===== config.mk =====
export PLATFORM = sky130hd
export DESIGN_NAME = tern_dot8_pipe
export DESIGN_NICKNAME = d
export VERILOG_FILES = /design/src/rtl/tern_dot_pkg.sv /design/src/rtl/tern_dot_decode.sv /design/src/rtl/tern_dot_count.sv /design/src/rtl/tern_dot_sub.sv /design/src/rtl/tern_dot8_pipe.sv
export SDC_FILE = /design/constraint.sdc
export NUM_CORES = 1
export LEC_CHECK = 0
export BUFFER_PORTS_ARGS = -buffer_cell sky130_fd_sc_hd__buf_4
export CORE_ASPECT_RATIO = 0.5
export CORE_MARGIN = 4
export CORE_UTILIZATION = 40
export DETAILED_ROUTE_END_ITERATION = 8
export PLACE_DENSITY = 0.67
export RECOVER_POWER = 100
export SLEW_MARGIN = 15
export SYNTH_ARGS = -nofsm -noshare
export SYNTH_HDL_FRONTEND = slang
export SYNTH_HIERARCHICAL = 1
export SYNTH_SLANG_ARGS = --single-unit

===== constraint.sdc =====
create_clock -name clk -period 4.5 [get_ports clk]
set_clock_uncertainty 0.2 [all_clocks]
set_input_delay 0.45 -clock clk [delete_from_list [all_inputs] [get_ports clk]]
set_output_delay 0.45 -clock clk [all_outputs]
set_load 0.005 [all_outputs]

===== src/rtl/tern_dot_pkg.sv =====
package tern_dot_pkg;

    // Two-bit ternary element code: bit 0 flags +1, bit 1 flags -1.
    typedef enum logic [1:0] {
        TRIT_ZERO = 2'b00,
        TRIT_POS  = 2'b01,
        TRIT_NEG  = 2'b10,
        TRIT_BAD  = 2'b11
    } trit_e;

    function automatic logic trit_is_pos(input logic [1:0] code);
        return code == TRIT_POS;
    endfunction

    function automatic logic trit_is_neg(input logic [1:0] code);
        return code == TRIT_NEG;
    endfunction

endpackage


===== src/rtl/tern_dot_decode.sv =====
module tern_dot_decode #(
    parameter int LANES = 8
) (
    input  logic               clk,
    input  logic               rst_n,
    input  logic               in_valid,
    input  logic [2*LANES-1:0] in_a,
    input  logic [2*LANES-1:0] in_b,
    output logic               out_valid,
    output logic [LANES-1:0]   out_agree,
    output logic [LANES-1:0]   out_oppose
);
    import tern_dot_pkg::*;

    typedef struct packed {
        logic             valid;
        logic [LANES-1:0] agree;
        logic [LANES-1:0] oppose;
    } dec_st_t;

    dec_st_t st_d, st_q;
    logic [LANES-1:0] lane_agree, lane_oppose;

    for (genvar g = 0; g < LANES; g++) begin : g_lane
        logic a_pos, a_neg, b_pos, b_neg;
        assign a_pos = trit_is_pos(in_a[2*g +: 2]);
        assign a_neg = trit_is_neg(in_a[2*g +: 2]);
        assign b_pos = trit_is_pos(in_b[2*g +: 2]);
        assign b_neg = trit_is_neg(in_b[2*g +: 2]);
        assign lane_agree[g]  = (a_pos & b_pos) | (a_neg & b_neg);
        assign lane_oppose[g] = (a_pos & b_neg) | (a_neg & b_pos);
    end

    always_comb begin
        st_d       = st_q;
        st_d.valid = in_valid;
        if (in_valid) begin
            st_d.agree  = lane_agree;
            st_d.oppose = lane_oppose;
        end
    end

    always_ff @(posedge clk or negedge rst_n) begin
        if (!rst_n) st_q <= '0;
        else        st_q <= st_d;
    end

    assign out_valid  = st_q.valid;
    assign out_agree  = st_q.agree;
    assign out_oppose = st_q.oppose;

endmodule


===== src/rtl/tern_dot_count.sv =====
module tern_dot_count #(
    parameter int LANES = 8,
    parameter int CNT_W = $clog2(LANES + 1)
) (
    input  logic             clk,
    input  logic             rst_n,
    input  logic             in_valid,
    input  logic [LANES-1:0] in_agree,
    input  logic [LANES-1:0] in_oppose,
    output logic             out_valid,
    output logic [CNT_W-1:0] out_pos,
    output logic [CNT_W-1:0] out_neg
);

    typedef struct packed {
        logic             valid;
        logic [CNT_W-1:0] pos;
        logic [CNT_W-1:0] neg;
    } cnt_st_t;

    cnt_st_t st_d, st_q;
    logic [CNT_W-1:0] sum_pos, sum_neg;

    // Plain adder chains of one-bit terms; no multiply anywhere.
    always_comb begin
        sum_pos = '0;
        sum_neg = '0;
        for (int i = 0; i < LANES; i++) begin
            sum_pos = sum_pos + CNT_W'(in_agree[i]);
            sum_neg = sum_neg + CNT_W'(in_oppose[i]);
        end
    end

    always_comb begin
        st_d       = st_q;
        st_d.valid = in_valid;
        if (in_valid) begin
            st_d.pos = sum_pos;
            st_d.neg = sum_neg;
        end
    end

    always_ff @(posedge clk or negedge rst_n) begin
        if (!rst_n) st_q <= '0;
        else        st_q <= st_d;
    end

    assign out_valid = st_q.valid;
    assign out_pos   = st_q.pos;
    assign out_neg   = st_q.neg;

endmodule


===== src/rtl/tern_dot_sub.sv =====
module tern_dot_sub #(
    parameter int CNT_W = 4,
    parameter int RES_W = 8
) (
    input  logic             clk,
    input  logic             rst_n,
    input  logic             in_valid,
    input  logic [CNT_W-1:0] in_pos,
    input  logic [CNT_W-1:0] in_neg,
    output logic             out_valid,
    output logic [RES_W-1:0] out_res
);

    typedef struct packed {
        logic             valid;
        logic [RES_W-1:0] res;
    } sub_st_t;

    sub_st_t st_d, st_q;

    always_comb begin
        st_d       = st_q;
        st_d.valid = in_valid;
        if (in_valid) begin
            // Counts are non-negative; zero-extend then subtract modulo 2^RES_W.
            st_d.res = RES_W'(in_pos) - RES_W'(in_neg);
        end
    end

    always_ff @(posedge clk or negedge rst_n) begin
        if (!rst_n) st_q <= '0;
        else        st_q <= st_d;
    end

    assign out_valid = st_q.valid;
    assign out_res   = st_q.res;

endmodule


===== src/rtl/tern_dot8_pipe.sv =====
module tern_dot8_pipe #(
    parameter int LANES = 8,
    parameter int RES_W = 8
) (
    input  logic               clk,
    input  logic               rst_n,
    input  logic               valid_in,
    input  logic [2*LANES-1:0] vec_a,
    input  logic [2*LANES-1:0] vec_b,
    output logic               valid_out,
    output logic [RES_W-1:0]   result
);
    // RES_W must be at least CNT_W + 1 to hold -LANES..+LANES.
    localparam int CNT_W = $clog2(LANES + 1);

    logic             s1_valid;
    logic [LANES-1:0] s1_agree, s1_oppose;
    logic             s2_valid;
    logic [CNT_W-1:0] s2_pos, s2_neg;

    tern_dot_decode #(.LANES(LANES)) u_decode (
        .clk        (clk),
        .rst_n      (rst_n),
        .in_valid   (valid_in),
        .in_a       (vec_a),
        .in_b       (vec_b),
        .out_valid  (s1_valid),
        .out_agree  (s1_agree),
        .out_oppose (s1_oppose)
    );

    tern_dot_count #(.LANES(LANES), .CNT_W(CNT_W)) u_count (
        .clk       (clk),
        .rst_n     (rst_n),
        .in_valid  (s1_valid),
        .in_agree  (s1_agree),
        .in_oppose (s1_oppose),
        .out_valid (s2_valid),
        .out_pos   (s2_pos),
        .out_neg   (s2_neg)
    );

    tern_dot_sub #(.CNT_W(CNT_W), .RES_W(RES_W)) u_sub (
        .clk       (clk),
        .rst_n     (rst_n),
        .in_valid  (s2_valid),
        .in_pos    (s2_pos),
        .in_neg    (s2_neg),
        .out_valid (valid_out),
        .out_res   (result)
    );

endmodule


* After elaboration in Yosys (flattened, before gate mapping)
Cells that the tools add are included.
W data, S select, Z words.
** Storage, ports and cells
- Bits in registers :: 35
- Input bits :: 35
- Output and inout port bits :: 9
- Logic and storage cells :: 103
** Operators by class
- Bitwise operators :: 48
- Equal/unequal tests :: 32
- Add/sub/neg operators :: 15
** Operators by type and width (count)
- $add A4 B1 Y4 :: 12
- $and A1 B1 Y1 :: 32
- $eq A2 B1 Y1 const B :: 16
- $eq A2 B2 Y1 const B :: 16
- $or A1 B1 Y1 :: 16
- $sub A4 B4 Y5 :: 1
- $add A1 B1 Y2 :: 2

* Logic depth before layout (Yosys ltp)
- Depth in word-level cells :: 7
- Depth in mapped cells :: 10
- Depth with buffers taken out :: 10

* By module
The synthesis kept the hierarchy.
** By module, submodules not included
- tern_dot_decode :: area each 957.2 um^2, seq. area each 425.4 um^2, times used 1, cells each 84
- tern_dot_count :: area each 689.4 um^2, seq. area each 225.2 um^2, times used 1, cells each 62
- tern_dot_sub :: area each 400.4 um^2, seq. area each 150.1 um^2, times used 1, cells each 38

* Least setup slack after synthesis
OpenSTA, ideal clock, no wires.
- Path type :: reg-to-reg
- Start point :: register u_decode.st_q, in the netlist u_decode/out_oppose[0]
- End point :: register u_count.st_q, in the netlist u_count/out_neg[2]
- Arrival time :: 2.813 ns
- Buffers on the path :: 0
- Setup time :: 0.125 ns
- Clock period less this slack :: 3.138 ns
- Stages on the path, launching flop included :: 11
- Required time :: 4.175 ns
- Setup slack :: 1.362 ns
- Cell sequence :: dfrtp_1 > fa_1 > inv_1 > fa_1 > fa_1 > inv_1 > ha_1 > inv_1 > fa_1 > xnor2_1 > mux2_4
** On the way
- Longest elaborated chain between the ends :: 7
** Ends and longest elaborated chain
- from (decl) :: line tern_dot_decode.sv:21 : dec_st_t st_d, st_q;
- from (signal assigned) :: line tern_dot_decode.sv:45 : else st_q <= st_d;
- $add A1 B1 Y2 :: line tern_dot_count.sv:30 : sum_neg = sum_neg + CNT_W'(in_oppose[i]);
- $add A4 B1 Y4 (6 in series) :: line tern_dot_count.sv:30
- to (signal assigned) :: line tern_dot_count.sv:45 : else st_q <= st_d;
- to (decl) :: line tern_dot_count.sv:21 : cnt_st_t st_d, st_q;
Every way passes these cells.
A chain may end at the register's enable or synchronous reset.

* Worst setup path in the final report
Ends and elaborated chain as after synthesis.

==> impl_metrics.yaml <==
timing:
  fmaxAchievable_ghz: 0.305
  setup_viol: 0
  slew_headroom_pct: -11.4
  final-hold-violation-count: 0
  tightestPinTransition_ns: 1.67
  slew_viol_final: 33
  rsz0062_at_grt: "no"
  fin_hold_ws_ns: 0.257
  period_minus_slack_ns: 3.27
  tns_ns: 0
  fin_crit_sh_pct: 72.8
final_layout:
  nFillCells: 444
  drive_gt1_share_pct: 21.5
  layout_common_cells: "32 x buf_4, 32 x dfrtp_1, 32 x or4bb_1"
  antenna_cells: 0
  syn_to_final_growth_pct: 21.8
  nNetsFinal: 281
route:
  ant_nets: 0
  vias: 1449
  drcViolationCount: 0
  dr.first_iter.drc_count: 21
  viasPerCell: 4.86
  avgRoutedWirePerCell_um: 12.4
  totalWireLength_um: 3710
  drt_first_pass_iters: 4
synth:
  synthCells: 184
  avgSynthCellArea_sq_um: 11.1
  yosys.area.top_type: "dfrtp_1"
  synth_area_leaders: "dfrtp_1 39%, or4bb_1 18%, fa_1 8.8%"
  yosys.area.top_type_share_pct: 39.1
  synthesis.area_sq_um: 2050
  synthDistinctLibCells: 25
  syn-num-nets: 238
  ys_ff_latch: 32
  seq_area_frac_synth_pct: 39.1
  ys_warn_count: 6
die:
  die_area_sq_um: 6400
  fp.dieH_um: 58.6
  start_util_pct: 41.5
  core_sq_um: 4930
  die_w_um: 109
  num_rows: 18
  pin_count: 44
global_routing:
  antenna_found_initial: 0
  grt-ovfl-total: 0
  grt_pass1_vias: 1409
  grt_max_degree: 34
  grt_pass1_wl_um: 6250
  grt_usage_pct: 12.5
job:
  drv_cap: 1
power:
  ir_worst_vdd_v: 0.000165
  power.density_nw_per_um2: 435
  leakage_nw: 1.18
clocking:
  cts.sinks: 32
  cts_root_buf: "clkbuf_8"
  clk-insertion-delay-late_ns: 0.28
  h-tree-depth: 2
  clk_pin_slew_ns: 0.07
  cts_tree: "yes"
  cts_buffers: 5
  cts_max_path_buffers: 2
  cts_setup_buffers: 0
  cts_resized: 0
  cts_hold_buffers: 1
run_status:
  status: "finished with violations"
  violations: "capacitance limit, slew limit"
place:
  gp_congestion: 0.728
  dpl.hpwl_um: 2930
  port_buffers: 43
worst_setup_path:
  cp.required_ns: 4.46
  critical_path.max_fanout: 2
  crit_path_start_kind: "register"
  critPathKind: "register to register"
  arrival_ns: 3.24
  crit_path_end_kind: "register"
min_path:
  worstHoldPathType: "input pin to register"
[state kept, by name, indices dropped and copies added (netlist names)]
| name | cells |
|---|---|
| u_sub/out_res | 5 |
| u_count/out_neg | 4 |
| u_decode/out_agree | 8 |
| u_count/out_pos | 4 |
| u_sub/out_valid | 1 |
| u_decode/out_valid | 1 |
| u_decode/out_oppose | 8 |
| u_count/out_valid | 1 |
[Yosys cell counts]
cell and instances:
nand2b_1 1, nand2_1 2, clkbuf_1 3, nor4bb_1 1, a21oi_1 4, nor2b_1 1
or4bb_1 32, mux2i_1 3, fa_1 9, o22ai_1 2, inv_1 31, buf_4 3
buf_6 2, mux2_2 2, nor2_1 17, nand3b_1 1, or3_1 1, ha_1 10
nand4_1 1, a21o_1 1, mux2_4 4, o2111ai_1 1, a31oi_1 17, dfrtp_1 32
xnor2_1 3
[critical path, cell delays in order (launching register included)]
cell	delay, ns
dfrtp_1	0.40
fa_1	0.53
inv_1	0.05
fa_1	0.50
fa_1	0.41
inv_1	0.06
ha_1	0.16
inv_1	0.06
fa_1	0.38
xnor2_1	0.13
mux2_1	0.29
[area by class of cell]
class                   instances  area, sq um  share of cell area [%]
repair buffers                 44          322                    12.9
inverters                      31          116                    4.67
flip-flops and latches         32          801                    32.1
clock inverters                 2         35.0                    1.41
well taps                      70         87.6                    3.51
multi-input cells             113         1060                    42.5
clock buffers                   6         72.6                    2.91
[where the power goes]
| group | internal [W] | switching (W) |
|---|---|---|
| clock | 0.000164 | 0.000104 |
| sequential | 0.000356 | 0.0000434 |
| combinational | 0.000226 | 0.000192 |
| total | 0.000746 | 0.000339 |
[final timing paths]
kind | startpoint | endpoint | slack, ns | depth (start not counted)
max | u_decode/out_oppose[0] | u_count/out_neg[2] | 1.23 | 10
min | vec_a[4] | u_decode/out_oppose[2] | 0.26 | 3
max reg2reg | u_decode/out_oppose[0] | u_count/out_neg[2] | 1.23 | 10
min reg2reg | u_sub/out_res[3] | u_sub/out_res[3] | 0.29 | 2
max in group asynchronous | rst_n | u_decode/out_oppose[6] | 2.20 | 2
min in group asynchronous | rst_n | u_decode/out_oppose[2] | 0.93 | 2
[cells by family (layout without fill, tap and decap cells)]
group	Yosys count	after routing	share of synthesized area (%)
compound gates	25	25	7.58
buf+inv	39	83	8.43
mux	9	9	5.50
simple gates	57	57	23.2
flops	32	32	39.1
xor+xnor	3	3	1.28
fa+ha+maj	19	19	14.9
[stage by stage]
step	utilization (%)	total power, W	cells	worst slack [ns]	instance area, sq um
after floorplan	-	0.000711	184	1.36	2050
after global placement	48.7	0.000835	289	1.33	2400
after CTS	51.1	0.00113	298	1.25	2520
after detailed placement	48.7	0.000855	289	1.26	2400
after global routing	50.5	0.00118	298	1.06	2490
final	50.5	0.00109	298	1.23	2490
[routing by layer]
metal / wire length, um / vias to the layer above / global-route usage, %
met5: 0 / - / 0
met4: 52 / 0 / 5.58
met3: 172 / 4 / 3.40
met2: 1730 / 30 / 20.5
met1: 1750 / 680 / 15.8
li1: - / 735 / -
Power figures use the tool's default switching activity.
